**config.mk**
```make
export PLATFORM = sky130hd
export DESIGN_NAME = dbg_bus_access
export DESIGN_NICKNAME = d
export VERILOG_FILES = /design/src/rtl/dba_pkg.sv /design/src/rtl/dba_lane.sv /design/src/rtl/dba_seq.sv /design/src/rtl/dba_regs.sv /design/src/rtl/dbg_bus_access.sv
export SDC_FILE = /design/constraint.sdc
export NUM_CORES = 1
export LEC_CHECK = 0
export BUFFER_PORTS_ARGS = -buffer_cell sky130_fd_sc_hd__clkbuf_2
export CORE_ASPECT_RATIO = 1.5
export CORE_MARGIN = 1.5
export CORE_UTILIZATION = 50
export CTS_CLUSTER_SIZE = 40
export DETAILED_ROUTE_END_ITERATION = 8
export PLACE_DENSITY = 0.86
export SYNTH_ARGS = -nofsm -noshare
export SYNTH_HDL_FRONTEND = slang
export SYNTH_SLANG_ARGS = --single-unit
```
**constraint.sdc**
```tcl
create_clock -name clk_i -period 5.64 [get_ports clk_i]
set_clock_uncertainty 0.05 [all_clocks]
set_input_delay 1.41 -clock clk_i [delete_from_list [all_inputs] [get_ports clk_i]]
set_output_delay 1.41 -clock clk_i [all_outputs]
set_load 0.03 [all_outputs]
```
**src/rtl/dba_pkg.sv**
```systemverilog
package dba_pkg;
  localparam int SEL_W     = 2;
  localparam int CTL_EN    = 0;
  localparam int CTL_RD    = 1;
  localparam int CTL_SZ_LO = 2;
  localparam int CTL_START = 4;
  localparam int CTL_ERR   = 5;

  localparam logic [SEL_W-1:0] SEL_ADDR = 2'd0;
  localparam logic [SEL_W-1:0] SEL_DATA = 2'd1;
  localparam logic [SEL_W-1:0] SEL_CTRL = 2'd2;

  typedef enum logic [1:0] {
    SZ_BYTE = 2'd0,
    SZ_HALF = 2'd1,
    SZ_WORD = 2'd2,
    SZ_RSVD = 2'd3
  } xfer_size_e;

  typedef enum logic [1:0] {
    SEQ_IDLE = 2'd0,
    SEQ_REQ  = 2'd1,
    SEQ_RESP = 2'd2
  } seq_state_e;
endpackage

```
**src/rtl/dba_lane.sv**
```systemverilog
module dba_lane
  import dba_pkg::*;
#(
  parameter int DATA_W = 32,
  localparam int LANES = DATA_W / 8,
  localparam int OFF_W = $clog2(LANES)
) (
  input  xfer_size_e       size_i,
  input  logic [OFF_W-1:0] off_i,
  output logic [LANES-1:0] be_o,
  output logic             misalign_o
);
  for (genvar i = 0; i < LANES; i++) begin : g_lane
    localparam logic [OFF_W-1:0] IDX = OFF_W'(i);
    assign be_o[i] = (size_i == SZ_BYTE) ? (off_i == IDX) :
                     (size_i == SZ_HALF) ? (off_i[OFF_W-1:1] == IDX[OFF_W-1:1]) :
                     1'b1;
  end

  always_comb begin
    unique case (size_i)
      SZ_BYTE: misalign_o = 1'b0;
      SZ_HALF: misalign_o = off_i[0];
      SZ_WORD: misalign_o = |off_i;
      default: misalign_o = 1'b1;
    endcase
  end
endmodule

```
**src/rtl/dba_seq.sv**
```systemverilog
module dba_seq
  import dba_pkg::*;
(
  input  logic clk_i,
  input  logic rst_ni,
  input  logic launch_i,
  input  logic rd_i,
  input  logic mem_gnt_i,
  input  logic mem_rvalid_i,
  input  logic mem_err_i,
  output logic busy_o,
  output logic mem_req_o,
  output logic load_o,
  output logic fault_o
);
  seq_state_e state_q, state_d;

  always_comb begin
    state_d = state_q;
    unique case (state_q)
      SEQ_IDLE: if (launch_i) state_d = SEQ_REQ;
      SEQ_REQ:  if (mem_gnt_i) state_d = SEQ_RESP;
      SEQ_RESP: if (mem_rvalid_i) state_d = SEQ_IDLE;
      default:  state_d = SEQ_IDLE;
    endcase
  end

  always_ff @(posedge clk_i or negedge rst_ni) begin
    if (!rst_ni) state_q <= SEQ_IDLE;
    else         state_q <= state_d;
  end

  wire resp_now = (state_q == SEQ_RESP) && mem_rvalid_i;

  assign busy_o    = (state_q != SEQ_IDLE);
  assign mem_req_o = (state_q == SEQ_REQ);
  assign load_o    = resp_now && rd_i && !mem_err_i;
  assign fault_o   = resp_now && mem_err_i;
endmodule

```
**src/rtl/dba_regs.sv**
```systemverilog
module dba_regs
  import dba_pkg::*;
#(
  parameter int ADDR_W = 32,
  parameter int DATA_W = 32
) (
  input  logic              clk_i,
  input  logic              rst_ni,
  input  logic              wr_i,
  input  logic [SEL_W-1:0]  sel_i,
  input  logic [DATA_W-1:0] wdata_i,
  output logic [DATA_W-1:0] rdata_o,
  input  logic              busy_i,
  input  logic              misalign_i,
  input  logic              load_i,
  input  logic              fault_i,
  input  logic [DATA_W-1:0] bus_rdata_i,
  output logic [ADDR_W-1:0] addr_o,
  output logic [DATA_W-1:0] data_o,
  output logic              rd_o,
  output xfer_size_e        size_sel_o,
  output logic              err_o,
  output logic              launch_o
);
  logic [ADDR_W-1:0] addr_q;
  logic [DATA_W-1:0] data_q;
  logic              en_q, rd_q, err_q;
  xfer_size_e        size_q;

  // writes are accepted only while no access is in flight
  wire        wr_ok   = wr_i && !busy_i;
  wire        ctrl_wr = wr_ok && (sel_i == SEL_CTRL);
  wire        go_req  = ctrl_wr && wdata_i[CTL_EN] && wdata_i[CTL_START];
  xfer_size_e size_new;

  assign size_new   = xfer_size_e'(wdata_i[CTL_SZ_LO +: 2]);
  assign size_sel_o = ctrl_wr ? size_new : size_q;
  assign launch_o   = go_req && !misalign_i;

  always_ff @(posedge clk_i or negedge rst_ni) begin
    if (!rst_ni) begin
      addr_q <= '0;
      data_q <= '0;
      en_q   <= 1'b0;
      rd_q   <= 1'b0;
      size_q <= SZ_BYTE;
      err_q  <= 1'b0;
    end else begin
      if (wr_ok && sel_i == SEL_ADDR) addr_q <= wdata_i[ADDR_W-1:0];
      if (load_i)                          data_q <= bus_rdata_i;
      else if (wr_ok && sel_i == SEL_DATA) data_q <= wdata_i;
      if (ctrl_wr) begin
        en_q   <= wdata_i[CTL_EN];
        rd_q   <= wdata_i[CTL_RD];
        size_q <= size_new;
      end
      if (ctrl_wr && !wdata_i[CTL_EN])             err_q <= 1'b0;
      else if ((go_req && misalign_i) || fault_i) err_q <= 1'b1;
    end
  end

  always_comb begin
    rdata_o = '0;
    unique case (sel_i)
      SEL_ADDR: rdata_o[ADDR_W-1:0] = addr_q;
      SEL_DATA: rdata_o = data_q;
      SEL_CTRL: begin
        rdata_o[CTL_EN]            = en_q;
        rdata_o[CTL_RD]            = rd_q;
        rdata_o[CTL_SZ_LO +: 2]    = size_q;
        rdata_o[CTL_START]         = busy_i;
        rdata_o[CTL_ERR]           = err_q;
      end
      default: rdata_o = '0;
    endcase
  end

  assign addr_o = addr_q;
  assign data_o = data_q;
  assign rd_o   = rd_q;
  assign err_o  = err_q;
endmodule

```
**src/rtl/dbg_bus_access.sv**
```systemverilog
module dbg_bus_access
  import dba_pkg::*;
#(
  parameter int ADDR_W = 32,
  parameter int DATA_W = 32,
  localparam int LANES = DATA_W / 8,
  localparam int OFF_W = $clog2(LANES)
) (
  input  logic              clk_i,
  input  logic              rst_ni,
  input  logic              reg_wr_i,
  input  logic [SEL_W-1:0]  reg_sel_i,
  input  logic [DATA_W-1:0] reg_wdata_i,
  output logic [DATA_W-1:0] reg_rdata_o,
  output logic              mem_req_o,
  output logic              mem_we_o,
  output logic [ADDR_W-1:0] mem_addr_o,
  output logic [LANES-1:0]  mem_be_o,
  output logic [DATA_W-1:0] mem_wdata_o,
  input  logic              mem_gnt_i,
  input  logic              mem_rvalid_i,
  input  logic [DATA_W-1:0] mem_rdata_i,
  input  logic              mem_err_i
);
  logic              busy, misalign, load, fault, launch, rd, err;
  logic [ADDR_W-1:0] addr;
  logic [DATA_W-1:0] data;
  xfer_size_e        size_sel;

  dba_regs #(.ADDR_W(ADDR_W), .DATA_W(DATA_W)) u_regs (
    .clk_i       (clk_i),
    .rst_ni      (rst_ni),
    .wr_i        (reg_wr_i),
    .sel_i       (reg_sel_i),
    .wdata_i     (reg_wdata_i),
    .rdata_o     (reg_rdata_o),
    .busy_i      (busy),
    .misalign_i  (misalign),
    .load_i      (load),
    .fault_i     (fault),
    .bus_rdata_i (mem_rdata_i),
    .addr_o      (addr),
    .data_o      (data),
    .rd_o        (rd),
    .size_sel_o  (size_sel),
    .err_o       (err),
    .launch_o    (launch)
  );

  dba_lane #(.DATA_W(DATA_W)) u_lane (
    .size_i     (size_sel),
    .off_i      (addr[OFF_W-1:0]),
    .be_o       (mem_be_o),
    .misalign_o (misalign)
  );

  dba_seq u_seq (
    .clk_i        (clk_i),
    .rst_ni       (rst_ni),
    .launch_i     (launch),
    .rd_i         (rd),
    .mem_gnt_i    (mem_gnt_i),
    .mem_rvalid_i (mem_rvalid_i),
    .mem_err_i    (mem_err_i),
    .busy_o       (busy),
    .mem_req_o    (mem_req_o),
    .load_o       (load),
    .fault_o      (fault)
  );

  assign mem_we_o    = !rd;
  assign mem_addr_o  = addr;
  assign mem_wdata_o = data;
endmodule

```
==> results of run 1 <==
## sequential cells by signal (all words and copies together) (netlist names)
name           count
u_seq.state_q      2
u_regs.size_q      2
u_regs.err_o       1
u_regs.addr_o     32
u_regs.en_q        1
u_regs.rd_o        1
u_regs.data_o     32
## cells in the mapped netlist, types with 4 or more instances
library cell / n
a21oi_1: 5
a31oi_1: 29
buf_2: 4
buf_4: 4
clkbuf_1: 10
dfrtp_1: 71
inv_1: 7
mux2_2: 32
mux2i_1: 32
nand2_1: 71
nand3_1: 4
nor2_1: 58
o21ai_0: 10
## kinds of logic (layout without fill, tap and decap cells)
kind of cell | after synthesis | in the layout
and+or+nand+nor | 148 | 148
buffers and inverters | 31 | 202
DFF | 71 | 71
AOI/OAI and AO/OA | 53 | 53
muxes | 64 | 64
## path summary, 6_finish.rpt
path	start	end	slack, ps
max	reg_sel_i[0]	mem_be_o[1]	1090
min	u_regs.en_q	u_regs.en_q	480
max reg2reg	u_seq.state_q[1]	u_regs.data_o[15]	3400
min reg2reg	u_regs.en_q	u_regs.en_q	480
max in group asynchronous	rst_ni	u_regs.data_o[12]	3460
min in group asynchronous	rst_ni	u_regs.data_o[9]	1080
## report_power, final
part	internal [uW]	leakage (uW)	switching, uW	total (uW)
sequential	612	0.000866	90.8	702
combinational	212	0.00150	452	665
clock	215	0.000100	178	393
## metal layers
metal | vias to the layer above | routed length, um
met5 | - | 0
met4 | 0 | 340
met3 | 28 | 439
met2 | 117 | 5440
met1 | 1620 | 3850
li1 | 1582 | -
## final cells by class
type,instances,share of cell area (%)
flip-flops and latches,71,38.3
multi-input cells,265,35.3
repair buffers,179,19.6
clock buffers,12,3.13
well taps,78,2.10
clock inverters,4,0.971
inverters,7,0.566
## stage by stage
stage / worst slack, ps / instance area [um2] / utilization, %
final: 1090 / 4640 / 67.3
after global routing: 983 / 4640 / 67.3
after CTS: 1110 / 4640 / 67.3
after detailed placement: 1120 / 4450 / 64.5
after global placement: 1200 / 4450 / 64.5
after floorplan: 1340 / 3570 / -
## worst max-delay path, delay by kind of cell
kind            cells  cell delay [ps]
buf+inv             3              630
mux                 1              350
compound gates      1              170
simple gates        2              520
==> results.py, run 1 <==
metrics = {
    "synthesis": {
        "synth_fa_ha_area_share_pct": 0,
        "synth_xor_area_share_pct": 0,
        "synth.area.mux_share_pct": 19.0,
        "synthSimpleGateAreaFrac_pct": 17.7,
        "synth_top_area_cell": "dfrtp_1",
        "ys_types": 34,
        "synth_seq_cells": 71,
        "synth_compound_area_share_pct": 9.10,
        "synth_area_leaders": "dfrtp_1, mux2_2, mux2i_1",
        "yosysSeqAreaShare_pct": 49.7,
        "yosysWarnings": 0,
        "syn_inst": 367,
        "async_flop_share_pct": 100,
        "syn_nets": 439,
        "synth_top_area_share_pct": 49.7,
        "synthFlopType": "dfrtp_1",
        "synth-edff-count": 0,
        "syn_area_mm2": 0.00357,
        "synth.avg_cell_area_um2": 9.74,
        "synth_top_family_by_area": "multiplexers",
    },
    "drt": {
        "firstDrtPassIters": 4,
        "drt_iter0_markers": 211,
        "drc": 0,
        "drt-total-wl_um": 10100,
        "drt-wirelength-per-cell_um": 16.3,
        "vias": 3347,
        "antenna_left": 0,
        "via_per_inst": 5.43,
    },
    "worst_setup_path": {
        "path_common_cell": "clkbuf_2",
        "r2r_cells": 4,
        "worst-path-max-fanout": 20,
        "critPathLaunchType": "input pin",
        "required_ps": 4180,
        "path_cells": "clkbuf_2 -> nand2b_1 -> nor2_4 -> mux2i_1 -> inv_1 -> a21o_1 -> clkbuf_2",
        "slowest_stage": "mux2i_1",
        "max_stage_delay_ps": 350,
        "crit_arrival_ps": 3090,
        "cp-end-kind": "output pin",
        "path_class": "input pin to output pin",
    },
    "grt": {
        "gr-max-usage-layer": "met2",
        "grt_use_met1_pct": 30.9,
        "grt_overflow": 0,
        "first_global_vias": 3296,
        "track_usage_pct": 26.1,
        "antenna_found_initial": 0,
        "gr-usage-met3_pct": 5.02,
        "grt_max_degree": 61,
        "grt_pass1_wl_um": 15600,
        "met2_usage_pct": 44.8,
    },
    "clock_tree": {
        "insertion_delay_ps": 330,
        "clk_path_buf_depth": 2,
        "cts_resized": 0,
        "cts-buffers-inserted": 9,
        "cts_sinks": 71,
        "post_cts_buffers": 0,
        "cts_tree": "built",
        "path_clk_slew_ps": 60,
        "cts-root-buf": "clkbuf_8",
        "ctsHoldBuffers": 0,
        "htreeDepth": 3,
    },
    "finish": {
        "ff_latch_area_mm2": 0.00178,
        "nFillCells": 581,
        "diodes": 0,
        "multi_input_area_mm2": 0.00164,
        "final-instance-count-excl-fill": 616,
        "mostFrequentLayoutCell": "clkbuf_2",
        "drive_gt1_share_pct": 42.8,
        "final_cell_mix": "clkbuf_2, nand2_1, dfrtp_1, nor2_1",
        "syn2layout_area_growth_pct": 29.8,
        "fin_nets": 605,
    },
    "timing": {
        "fmaxAchievable_ghz": 0.220,
        "period_share_pct": 80.7,
        "rsz0062_at_grt": "no",
        "setup_tns_ps": 0,
        "worst_slew_pin_slew_ps": 1210,
        "drv_slew": 0,
        "finalCriticalPeriod_ps": 4550,
        "maxSlewHeadroom_pct": 18.9,
        "hold_viol": 0,
        "setup_viol": 0,
        "whs_ps": 478,
    },
    "placement": {
        "gp_congestion": 0.860,
        "placed_cells": 600,
        "numPortBuffers": 173,
        "hpwlAfterDp_um": 7370,
    },
    "power_and_ir_drop": {
        "leakage_uw": 0.00247,
        "p_per_area_mw_per_mm2": 379,
        "power.total_uw": 1760,
        "ir_drop_mv": 0.328,
    },
    "min_path": {
        "hold_depth": 1,
        "hold_class": "flop to flop",
    },
    "die": {
        "die_w_um": 72.0,
        "dieHeight_um": 107,
        "io_pins": 174,
        "fp-row-count": 37,
        "dieArea_mm2": 0.00767,
        "initial_core_util_pct": 51.8,
        "coreArea_mm2": 0.00690,
    },
    "run": {
        "cap_violations": 0,
    },
    "status": {
        "status": "complete, no violations",
    },
}
Power figures use the tool's default switching activity.
==> run 2, diff against run 1 <==
--- a/config.mk
+++ b/config.mk
@@ -8,10 +8,10 @@
 export BUFFER_PORTS_ARGS = -buffer_cell sky130_fd_sc_hd__clkbuf_2
 export CORE_ASPECT_RATIO = 1.5
 export CORE_MARGIN = 1.5
-export CORE_UTILIZATION = 50
+export CORE_UTILIZATION = 46
 export CTS_CLUSTER_SIZE = 40
 export DETAILED_ROUTE_END_ITERATION = 8
-export PLACE_DENSITY = 0.86
+export PLACE_DENSITY = 0.8
 export SYNTH_ARGS = -nofsm -noshare
 export SYNTH_HDL_FRONTEND = slang
 export SYNTH_SLANG_ARGS = --single-unit
==> constraint.sdc (replaced) <==
create_clock -name clk_i -period 4.3 [get_ports clk_i]
set_clock_uncertainty 0.05 [all_clocks]
set_input_delay 1.075 -clock clk_i [delete_from_list [all_inputs] [get_ports clk_i]]
set_output_delay 1.075 -clock clk_i [all_outputs]
set_load 0.03 [all_outputs]
==> results.py, run 2 (same netlist as run 1, synthesis figures left out) <==
metrics = {
    "timing": {
        "maxSlewHeadroom_pct": 25.4,
        "finalCriticalPeriod_ps": 3770,
        "rsz0062_at_grt": "no",
        "period_share_pct": 87.7,
        "setup_viol": 0,
        "setup_tns_ps": 0,
        "setup_slack_ps": 530,
        "worst_slew_pin_slew_ps": 1120,
        "drv_slew": 0,
        "fmaxAchievable_ghz": 0.265,
        "hold_viol": 0,
    },
    "clock_tree": {
        "clk_path_buf_depth": 2,
        "post_cts_buffers": 0,
        "cts_resized": 0,
        "cts_sinks": 71,
        "cts-root-buf": "clkbuf_16",
        "path_clk_slew_ps": 50,
        "cts_tree": "built",
        "htreeDepth": 3,
        "insertion_delay_ps": 320,
        "cts-buffers-inserted": 9,
        "ctsHoldBuffers": 0,
    },
    "min_path": {
        "hold_depth": 1,
        "min_to": "u_regs.en_q",
        "min-delay-start": "u_regs.en_q",
        "hold_class": "flop to flop",
    },
    "grt": {
        "first_global_vias": 3383,
        "grt_pass1_wl_um": 16100,
        "gr-usage-met3_pct": 3.91,
        "grt_use_met1_pct": 30.0,
        "gr-max-usage-layer": "met2",
        "antenna_found_initial": 0,
        "grt_max_degree": 51,
        "track_usage_pct": 25.7,
        "met2_usage_pct": 42.9,
        "grt_overflow": 0,
    },
    "placement": {
        "gp_congestion": 0.834,
        "pre_cts_ws_ps": 525,
        "numPortBuffers": 173,
        "hpwlAfterDp_um": 7490,
    },
    "status": {
        "status": "complete, no violations",
    },
    "drt": {
        "antenna_left": 0,
        "drt-total-wl_um": 10300,
        "firstDrtPassIters": 4,
        "drt-wirelength-per-cell_um": 16.0,
        "vias": 3387,
        "via_per_inst": 5.26,
        "drt_iter0_markers": 259,
        "drc": 0,
    },
    "die": {
        "die_w_um": 75.0,
        "dieHeight_um": 111,
        "dieArea_mm2": 0.00832,
        "io_pins": 174,
        "fp-row-count": 39,
        "initial_core_util_pct": 47.2,
        "coreArea_mm2": 0.00756,
    },
    "worst_setup_path": {
        "worst-path-max-fanout": 18,
        "max_stage_delay_ps": 350,
        "cp_top_family": "buffers and inverters",
        "cp-end-kind": "output pin",
        "critPathLaunchType": "input pin",
        "path_class": "input pin to output pin",
        "path_common_cell": "clkbuf_2",
        "regToRegSetupSlack_ps": 2300,
        "crit_arrival_ps": 2650,
        "path_cells": "clkbuf_2 -> nand2b_1 -> nor2_4 -> mux2i_1 -> inv_1 -> a21o_1 -> clkbuf_2",
        "r2r_cells": 4,
        "rr_startpoint": "u_seq.state_q[1]",
        "r2r_end": "u_regs.addr_o[6]",
        "required_ps": 3170,
        "crit_cells": 7,
        "slowest_stage": "mux2i_1",
        "crit_buf_inv": 3,
    },
    "finish": {
        "drive_gt1_share_pct": 43.4,
        "ff_latch_area_mm2": 0.00178,
        "syn2layout_area_growth_pct": 34.5,
        "diodes": 0,
        "multi_input_area_mm2": 0.00164,
        "nFillCells": 657,
        "mostFrequentLayoutCell": "clkbuf_2",
        "final_cell_mix": "clkbuf_2, nand2_1, dfrtp_1, nor2_1",
        "fin_nets": 609,
    },
    "power_and_ir_drop": {
        "p_per_area_mw_per_mm2": 523,
        "leakage_uw": 0.00253,
        "ir_drop_mv": 0.316,
    },
    "run": {
        "cap_violations": 0,
    },
}
-- run 2: changes by cell type in the layout (fill, tap and decap cells not counted) --
cell,change
clkbuf_1,-1
clkbuf_8,-6
bufinv_16,-1
clkinv_2,-2
clkbuf_16,+9
buf_4,+4
clkinvlp_4,+1
-- run 2: area by class of cell --
class                   instances  share of cell area, %
well taps                     102                   2.66
multi-input cells             265                   34.1
inverters                       7                  0.547
flip-flops and latches         71                   37.0
clock buffers                  14                   5.91
clock inverters                 2                  0.260
repair buffers                183                   19.6
-- run 2: worst max path at each step --
stage               slack, ps          end          from
global placement          590  mem_be_o[3]  reg_sel_i[1]
global route              400  mem_be_o[1]  reg_sel_i[1]
detailed placement        520  mem_be_o[1]  reg_sel_i[1]
floorplan                 670  mem_be_o[2]      reg_wr_i
finish                    530  mem_be_o[3]  reg_sel_i[1]
CTS                       510  mem_be_o[3]  reg_sel_i[1]
-- run 2: routing by layer --
| metal | up-vias | share of wire (%) |
|---|---|---|
| li1 | 1592 | - |
| met1 | 1624 | 39 |
| met2 | 138 | 53 |
| met3 | 33 | 4.9 |
| met4 | 0 | 3.9 |
| met5 | - | 0 |
-- run 2: per-stage QoR --
stage / std cells / power (uW) / hold WS [ps] / utilization, % / instance area, um2
after global routing: 644 / 2630 / 487 / 63.5 / 4810
after floorplan: 367 / 1510 / 430 / - / 3570
after CTS: 644 / 2530 / 466 / 63.5 / 4810
final: 644 / 2510 / 464 / 63.5 / 4810
after detailed placement: 628 / 1810 / 457 / 59.6 / 4510
after global placement: 628 / 1790 / 449 / 59.6 / 4510
-- run 2: power by group --
part | switching, uW | internal [uW]
combinational | 593 | 281
clock | 261 | 452
sequential | 122 | 804
